[src/rtl/xbr_pkg.sv]
package xbr_pkg;
  // Offsets shared by both sides of the bridge.
  localparam int unsigned XBR_OFS_IN   = 0;  // host -> subsystem byte
  localparam int unsigned XBR_OFS_RET  = 1;  // subsystem -> host byte
  localparam int unsigned XBR_OFS_CTL  = 2;  // control nibble exchange
endpackage

[src/rtl/xbr_rst_sync.sv]
module xbr_rst_sync #(
  parameter int STAGES = 2
) (
  input  logic clk,
  input  logic rst_n_i,
  output logic rst_n_o
);
  logic [STAGES-1:0] sh_q;
  logic [STAGES-1:0] sh_nxt;

  always_comb begin
    sh_nxt = {sh_q[STAGES-2:0], 1'b1};
  end

  always_ff @(posedge clk or negedge rst_n_i) begin
    if (!rst_n_i) sh_q <= '0;
    else          sh_q <= sh_nxt;
  end

  assign rst_n_o = sh_q[STAGES-1];
endmodule

[src/rtl/xbr_reg.sv]
module xbr_reg #(
  parameter int W = 8
) (
  input  logic         clk,
  input  logic         rst_n,
  input  logic         en,
  input  logic [W-1:0] d,
  output logic [W-1:0] q
);
  logic [W-1:0] q_nxt;

  always_comb begin
    q_nxt = q;
    if (en) q_nxt = d;
  end

  always_ff @(posedge clk or negedge rst_n) begin
    if (!rst_n) q <= '0;
    else        q <= q_nxt;
  end
endmodule

[src/rtl/xbr_rd_port.sv]
module xbr_rd_port
  import xbr_pkg::*;
#(
  parameter int W       = 8,
  parameter int AW      = 2,
  parameter bit IS_HOST = 1'b1
) (
  input  logic          clk,
  input  logic          rst_n,
  input  logic          rd,
  input  logic [AW-1:0] addr,
  input  logic [W-1:0]  mbox,      // mailbox this side reads
  input  logic [W-1:0]  peer_ctl,  // control latch owned by the other side
  output logic [W-1:0]  rdata
);
  localparam int NIB = W / 2;

  logic [W-1:0] ctl_view;
  logic [W-1:0] rd_sel;

  // Peer upper half lands in the lower half of this side's view.
  assign ctl_view = {{(W-NIB){1'b0}}, peer_ctl[W-1:NIB]};

  generate
    if (IS_HOST) begin : g_host
      always_comb begin
        if (addr == AW'(XBR_OFS_RET))      rd_sel = mbox;
        else if (addr == AW'(XBR_OFS_CTL)) rd_sel = ctl_view;
        else                               rd_sel = '0;
      end
    end else begin : g_sub
      always_comb begin
        if (addr == AW'(XBR_OFS_IN))       rd_sel = mbox;
        else if (addr == AW'(XBR_OFS_CTL)) rd_sel = ctl_view;
        else                               rd_sel = '0;
      end
    end
  endgenerate

  xbr_reg #(.W(W)) u_rd_q (
    .clk  (clk),
    .rst_n(rst_n),
    .en   (rd),
    .d    (rd_sel),
    .q    (rdata)
  );
endmodule

[src/rtl/xbr_port_bridge.sv]
module xbr_port_bridge
  import xbr_pkg::*;
#(
  parameter int DATA_W = 8,
  parameter int ADDR_W = 2
) (
  input  logic              clk,
  input  logic              rst_n,
  input  logic              h_wr,
  input  logic              h_rd,
  input  logic [ADDR_W-1:0] h_addr,
  input  logic [DATA_W-1:0] h_wdata,
  output logic [DATA_W-1:0] h_rdata,
  input  logic              s_wr,
  input  logic              s_rd,
  input  logic [ADDR_W-1:0] s_addr,
  input  logic [DATA_W-1:0] s_wdata,
  output logic [DATA_W-1:0] s_rdata
);
  logic              rst_int_n;
  logic              h2s_we, hctl_we, s2h_we, sctl_we;
  logic [DATA_W-1:0] h2s_q, s2h_q, hctl_q, sctl_q;

  xbr_rst_sync #(.STAGES(2)) u_rst (
    .clk    (clk),
    .rst_n_i(rst_n),
    .rst_n_o(rst_int_n)
  );

  // Write decode: unlisted offsets have no target.
  always_comb begin
    h2s_we  = h_wr && (h_addr == ADDR_W'(XBR_OFS_IN));
    hctl_we = h_wr && (h_addr == ADDR_W'(XBR_OFS_CTL));
    s2h_we  = s_wr && (s_addr == ADDR_W'(XBR_OFS_RET));
    sctl_we = s_wr && (s_addr == ADDR_W'(XBR_OFS_CTL));
  end

  xbr_reg #(.W(DATA_W)) u_h2s  (.clk(clk), .rst_n(rst_int_n), .en(h2s_we),  .d(h_wdata), .q(h2s_q));
  xbr_reg #(.W(DATA_W)) u_hctl (.clk(clk), .rst_n(rst_int_n), .en(hctl_we), .d(h_wdata), .q(hctl_q));
  xbr_reg #(.W(DATA_W)) u_s2h  (.clk(clk), .rst_n(rst_int_n), .en(s2h_we),  .d(s_wdata), .q(s2h_q));
  xbr_reg #(.W(DATA_W)) u_sctl (.clk(clk), .rst_n(rst_int_n), .en(sctl_we), .d(s_wdata), .q(sctl_q));

  xbr_rd_port #(.W(DATA_W), .AW(ADDR_W), .IS_HOST(1'b1)) u_hrd (
    .clk(clk), .rst_n(rst_int_n), .rd(h_rd), .addr(h_addr),
    .mbox(s2h_q), .peer_ctl(sctl_q), .rdata(h_rdata)
  );

  xbr_rd_port #(.W(DATA_W), .AW(ADDR_W), .IS_HOST(1'b0)) u_srd (
    .clk(clk), .rst_n(rst_int_n), .rd(s_rd), .addr(s_addr),
    .mbox(h2s_q), .peer_ctl(hctl_q), .rdata(s_rdata)
  );
endmodule

[config.mk]
export PLATFORM = sky130hd
export DESIGN_NAME = xbr_port_bridge
export DESIGN_NICKNAME = d
export VERILOG_FILES = /design/src/rtl/xbr_pkg.sv /design/src/rtl/xbr_rst_sync.sv /design/src/rtl/xbr_reg.sv /design/src/rtl/xbr_rd_port.sv /design/src/rtl/xbr_port_bridge.sv
export SDC_FILE = /design/constraint.sdc
export NUM_CORES = 1
export LEC_CHECK = 0
export BUFFER_PORTS_ARGS = -buffer_cell sky130_fd_sc_hd__buf_2
export CORE_MARGIN = 2
export CORE_UTILIZATION = 26
export DETAILED_ROUTE_END_ITERATION = 6
export PLACE_DENSITY = 0.53
export SLEW_MARGIN = 20
export SYNTH_ARGS = -nofsm -noshare
export SYNTH_HDL_FRONTEND = slang
export SYNTH_SLANG_ARGS = --single-unit
[constraint.sdc]
create_clock -name clk -period 1.7 [get_ports clk]
set_input_delay 0.34 -clock clk [delete_from_list [all_inputs] [get_ports clk]]
set_output_delay 0.34 -clock clk [all_outputs]
set_load 0.01 [all_outputs]
### Word-level counts from Yosys, hierarchy flattened

Index checks and enable logic that the tools add are counted.

* add/sub/neg operators: 0
* multipliers: 0
* div/mod/pow operators: 0
* magnitude comparators: 0
* eq/ne operators: 4
* shift operators: 0
* multiplexer cells: 4
* bitwise gates (word level): 0
* reduce and logical (&&, ||, !) cells: 6

Operators with widths (count)
* $mux 8: 2
* $mux 4: 2
* $eq 2x1->1 const B: 2
* $eq 2x2->1 const B: 2
* $logic_and 1x1->1: 4
* $logic_not 2->1: 2

* register bits: 50
* bits in latches: 0
* RAM bits: 0
* ROM bits: 0
* input bits: 26
* memories kept: 0

### Longest topological paths before layout

* depth in word-level cells: 3
* gate-level depth with buffers: 4

### Cells and area by module

From an unflattened synthesis, not the netlist that was laid out.

* cell total of the unflattened synthesis: 133
* area, all modules: 2263.4 sq um

By module, submodules not included
* xbr_reg: instances 6, cells each 17, area each 331.6 sq um, sequential area each 200.2 sq um
* xbr_rd_port (u_srd): instances 1, cells each 14, area each 102.6 sq um, sequential area each 0.0 sq um
* xbr_rd_port (u_hrd): instances 1, cells each 10, area each 78.8 sq um, sequential area each 0.0 sq um
* xbr_rst_sync: instances 1, cells each 3, area each 53.8 sq um, sequential area each 50.0 sq um
* xbr_port_bridge: instances 1, cells each 4, area each 38.8 sq um, sequential area each 0.0 sq um

### Worst setup path before layout

No wires, ideal clock.

* path kind: input-to-reg
* start: input h_addr[1]
* end: register u_h2s.q[0]
* setup time: 0.125 ns
* arrival time: 1.180 ns
* data required time: 1.575 ns
* path slack: 0.396 ns
* cell stages on the path: 3
* path buffers: 1
* cells stage by stage: clkbuf_2 nor3b_4 mux2_2

* cells in the longest elaborated chain, start to end: 2

RTL lines
* from (decl): line xbr_port_bridge.sv:11 `input logic [ADDR_W-1:0] h_addr,`
* $logic_not 2->1: line xbr_port_bridge.sv:32 `h2s_we = h_wr && (h_addr == ADDR_W'(XBR_OFS_IN));`
* $logic_and 1x1->1: line xbr_port_bridge.sv:32
* to (signal assigned): line xbr_reg.sv:19 `else q <= q_nxt;`
* to (decl): line xbr_reg.sv:8 `output logic [W-1:0] q`

Every way passes these cells.
A chain may end at the register's enable or synchronous reset.

### Final worst setup path

* start: register u_hrd.u_rd_q.q[0]
* end: output h_rdata[0]

RTL lines
* from (decl): line xbr_reg.sv:8
* from (signal assigned): line xbr_reg.sv:19
* to (decl): line xbr_port_bridge.sv:13 `output logic [DATA_W-1:0] h_rdata,`

No word-level cell between the ends.

==> results.md <==
Setup path:
- The cell class contributing the biggest share of worst-path delay is flip-flops.
- The number of buffers and inverters on the critical path is 1.
- The arrival time of the worst setup path is 0.83 ns.
- The largest single stage delay on the critical path is 0.40 ns.
- The worst-path cell with the longest stage delay is sky130_fd_sc_hd__dfrtp_1.
- Walking the worst path, the cells encountered are buf_2.
- The data required time at the worst endpoint is 1.36 ns.
- By startpoint and endpoint, the worst setup path is classified as register to output pin.
- The sort of element at the start of the critical path is a register.
- The worst setup path is captured at an output pin.
- The critical-path maximum fanout is 2.

CTS:
- Post-CTS repair changed the size of 0 cells.
- The number of buffers created by CTS is 5.
- The CTS tree is built.
- CTS saw 42 sinks.
- The maximum level of the CTS H-tree is 2.
- In this run the clock root is driven by a sky130_fd_sc_hd__clkbuf_8.
- The number of buffers inserted to repair setup after CTS is 0.
- The maximum clock path buffer count is 2.
- Clock-pin slew was measured on the worst setup and hold paths at 0.08 ns.
- The hold buffer count at cts is 1.
- The clock reaches the later pin of the worst-skew pair after 0.28 ns.

Floorplanning:
- The cell row count is 29.
- The region available for standard cell placement spans 6350 sq um.
- In this run the count of I/O pins placed on the die edge is 42.
- The floorplan step set the die width to 85.0 um.
- The area enclosed by the die boundary is 7220 sq um.
- From bottom edge to top edge, the die measures 85.0 um.
- The starting utilization of the core area is 26.8%.

STA:
- The routed design could run at a clock period as short as 1.17 ns.
- The final cycle utilization of the critical path is 68.7%.
- The number of max-slew violations in the final report is 0.
- The final hold violation count is 0.
- The maximum operating frequency is 856 MHz.
- Setup violations remaining at the end of the flow were counted as 0.
- The worst slew slack as a fraction of its limit is 65.5%.
- The slew at the pin closest to its max-slew limit is 0.517 ns.
- The final hold slack is 0.282 ns.
- Across the routed clock network, the largest skew measured is 0.00334 ns.
- Setup repair after global routing left no endpoint under its margin.
- The post-route setup TNS is 0 ns.

Synth:
- The number of distinct library cells after synthesis is 17.
- The sequential fraction of the synthesis area is 61.7%.
- The cell count after synthesis came out at 132.
- After synthesis the cells add up to 1700 sq um.
- For this run, the number of Yosys warnings is 0.
- The net count of the mapped netlist is 158.
- Summed over its instances, the top area cell type makes up 61.7% of the synthesized netlist area.
- The mean area per synthesized cell is 12.9 sq um.
- The biggest area contributor in the post-synthesis netlist is sky130_fd_sc_hd__dfrtp_1.
- In this run, synthesis produced a sequential element count of 42.
- Yosys attributes the largest share of cell area to sky130_fd_sc_hd__dfrtp_1, sky130_fd_sc_hd__mux2_2, sky130_fd_sc_hd__o22ai_1, sky130_fd_sc_hd__inv_1, sky130_fd_sc_hd__nand2_1.

Drt:
- Using the TritonRoute via totals, the vias-per-cell ratio works out to 4.41.
- The final route contains 1112 vias.
- After detailed routing, the average wire length per cell comes to 13.8 um.
- The wire length after detailed routing is 3470 um.
- The residual antenna-violating net count after detailed routing is 0.
- The DRC violation count after routing is 0.
- The first TritonRoute pass finished after 6 iterations.
- The first routing iteration left 40 violations.

GRT:
- The global routing usage on met3 is 3.50%.
- The number of global-route vias before repair is 1232.
- The aggregate global routing overflow is 0.
- Across every metal layer, demand over resource in global routing totals 10.3%.
- The met2 track utilization from global routing is 15.8%.
- Entering global routing, the biggest net connects 41 pins.
- The first-pass GRT wire length is 5830 um.
- The number of antenna violations at the first check in global routing was 0.
- For met1 alone, demand over resource in global routing was 14.2%.
- The layer carrying the most global-route usage is met2.

Power:
- The relative contribution of sequential cells to total power is 55.7%.
- The worst voltage drop across the vdd grid is 0.407 mV.
- Summed over all cells, the static leakage comes to 0.981 nW.
- The power dissipated by switching net loads is 0.551 mW.
- The clock group share of total power is 28.3%.
- Internal power comes to 1.65 mW.
- Dividing total power by cell area gives a power density of 1060 nW/um^2.
- The combinational fraction of design power is 15.9%.
- The share of total power consumed by net switching is 25.0%.

Run:
- The max-capacitance violation count is 0.

Cells and area:
- The repair_antennas step left the layout with diodes totalling 0.
- The register area is 1050 sq um.
- The multi-input gate area in the final layout is 568 sq um.
- The area overhead of the layout relative to synthesis is 22.1%.
- After filler insertion, the fill cell instance count of the layout stands at 643.
- In the layout the commonest cells are sky130_fd_sc_hd__dfrtp_1, sky130_fd_sc_hd__buf_2, sky130_fd_sc_hd__mux2_2.
- The most common library cell in the layout ignoring fill and taps is sky130_fd_sc_hd__dfrtp_1.
- The fraction of layout cells with a size suffix above 1 is 42.9%.
- The final layout contains 202 nets.

Placed design:
- The congestion estimate from routability-driven global placement came to 0.705.
- The count of buffers added on input and output ports is 41.
- The detailed placer's ending HPWL is 2620 um.

Outcome:
- The run finished with clean final reports.

Worst hold path:
- In this run the worst hold path is classified as input pin to register.
[kinds of logic after synthesis]
group | count (synthesis) | synth area share [%]
DFF | 42 | 61.7
muxes | 28 | 18.2
and+or+nand+nor | 23 | 8.44
buffers and inverters | 22 | 4.99
AOI/OAI and AO/OA | 16 | 6.46
other | 1 | 0.220
[final timing paths]
path,startpoint,endpoint,slack (ns),cells past startpoint
max,u_hrd.u_rd_q.q[0],h_rdata[0],0.53,1
min,s_wdata[1],u_s2h.q[1],0.28,2
max reg2reg,u_hctl.q[6],u_hctl.q[6],0.93,1
min reg2reg,u_rst.sh_q[1],u_s2h.q[4],0.31,1
max in group asynchronous,u_rst.sh_q[1],u_srd.u_rd_q.q[0],1.03,1
min in group asynchronous,u_rst.sh_q[1],u_s2h.q[4],0.31,1
[final cells by class]
| class | instances | share of cell area (%) |
|---|---|---|
| tap | 77 | 4.63 |
| multi-input combinational | 68 | 27.3 |
| inverter | 16 | 2.89 |
| timing repair buffer | 43 | 10.7 |
| sequential | 42 | 50.5 |
| clock buffer | 6 | 3.97 |
[sequential cells by signal, summed over array words and instances (netlist names)]
name / flops
u_rst.sh_q: 2
u_sctl.q: 4
u_hctl.q: 4
u_h2s.q: 8
u_hrd.u_rd_q.q: 8
u_s2h.q: 8
u_srd.u_rd_q.q: 8
[stage by stage]
stage          utilization [%]  total power, mW  instances  setup slack (ns)  area, sq um
2_1_floorplan                -             1.47        132             0.396         1700
5_1_grt                   32.8             2.33        252             0.508         2080
4_1_cts                   32.8             2.24        252             0.524         2080
3_5_place_dp              31.3             1.61        245             0.256         1990
6_report                  32.8             2.20        252             0.531         2080
3_3_place_gp              31.3             1.60        245             0.269         1990
[metal layers]
metal	share of wire [%]	vias up
li1	-	538
met1	49	536
met2	43	34
met3	6.5	4
met4	0.72	0
met5	0	-
[power groups by stage]
| stage | registers, mW | logic (mW) | clock network (mW) |
|---|---|---|---|
| 2_1_floorplan | 1.26 | 0.202 | 0 |
| 3_3_place_gp | 1.25 | 0.349 | 0 |
| 3_5_place_dp | 1.25 | 0.357 | 0 |
| 4_1_cts | 1.23 | 0.359 | 0.648 |
| 5_1_grt | 1.24 | 0.399 | 0.687 |
| 6_report | 1.23 | 0.351 | 0.624 |
[Yosys cell counts]
library cell and count:
sky130_fd_sc_hd__nand2b_1 2, sky130_fd_sc_hd__nand3b_2 1, sky130_fd_sc_hd__o22ai_1 12, sky130_fd_sc_hd__mux2i_1 4, sky130_fd_sc_hd__nand4b_1 4, sky130_fd_sc_hd__inv_1 16
sky130_fd_sc_hd__buf_2 1, sky130_fd_sc_hd__or2_2 1, sky130_fd_sc_hd__nand2_1 12, sky130_fd_sc_hd__mux2_2 24, sky130_fd_sc_hd__clkbuf_1 4, sky130_fd_sc_hd__nand3b_1 2
sky130_fd_sc_hd__o221ai_1 4, sky130_fd_sc_hd__conb_1 1, sky130_fd_sc_hd__nor3b_4 1, sky130_fd_sc_hd__dfrtp_1 42, sky130_fd_sc_hd__clkbuf_2 1
Note: power is estimated with default switching activity, not from simulation.
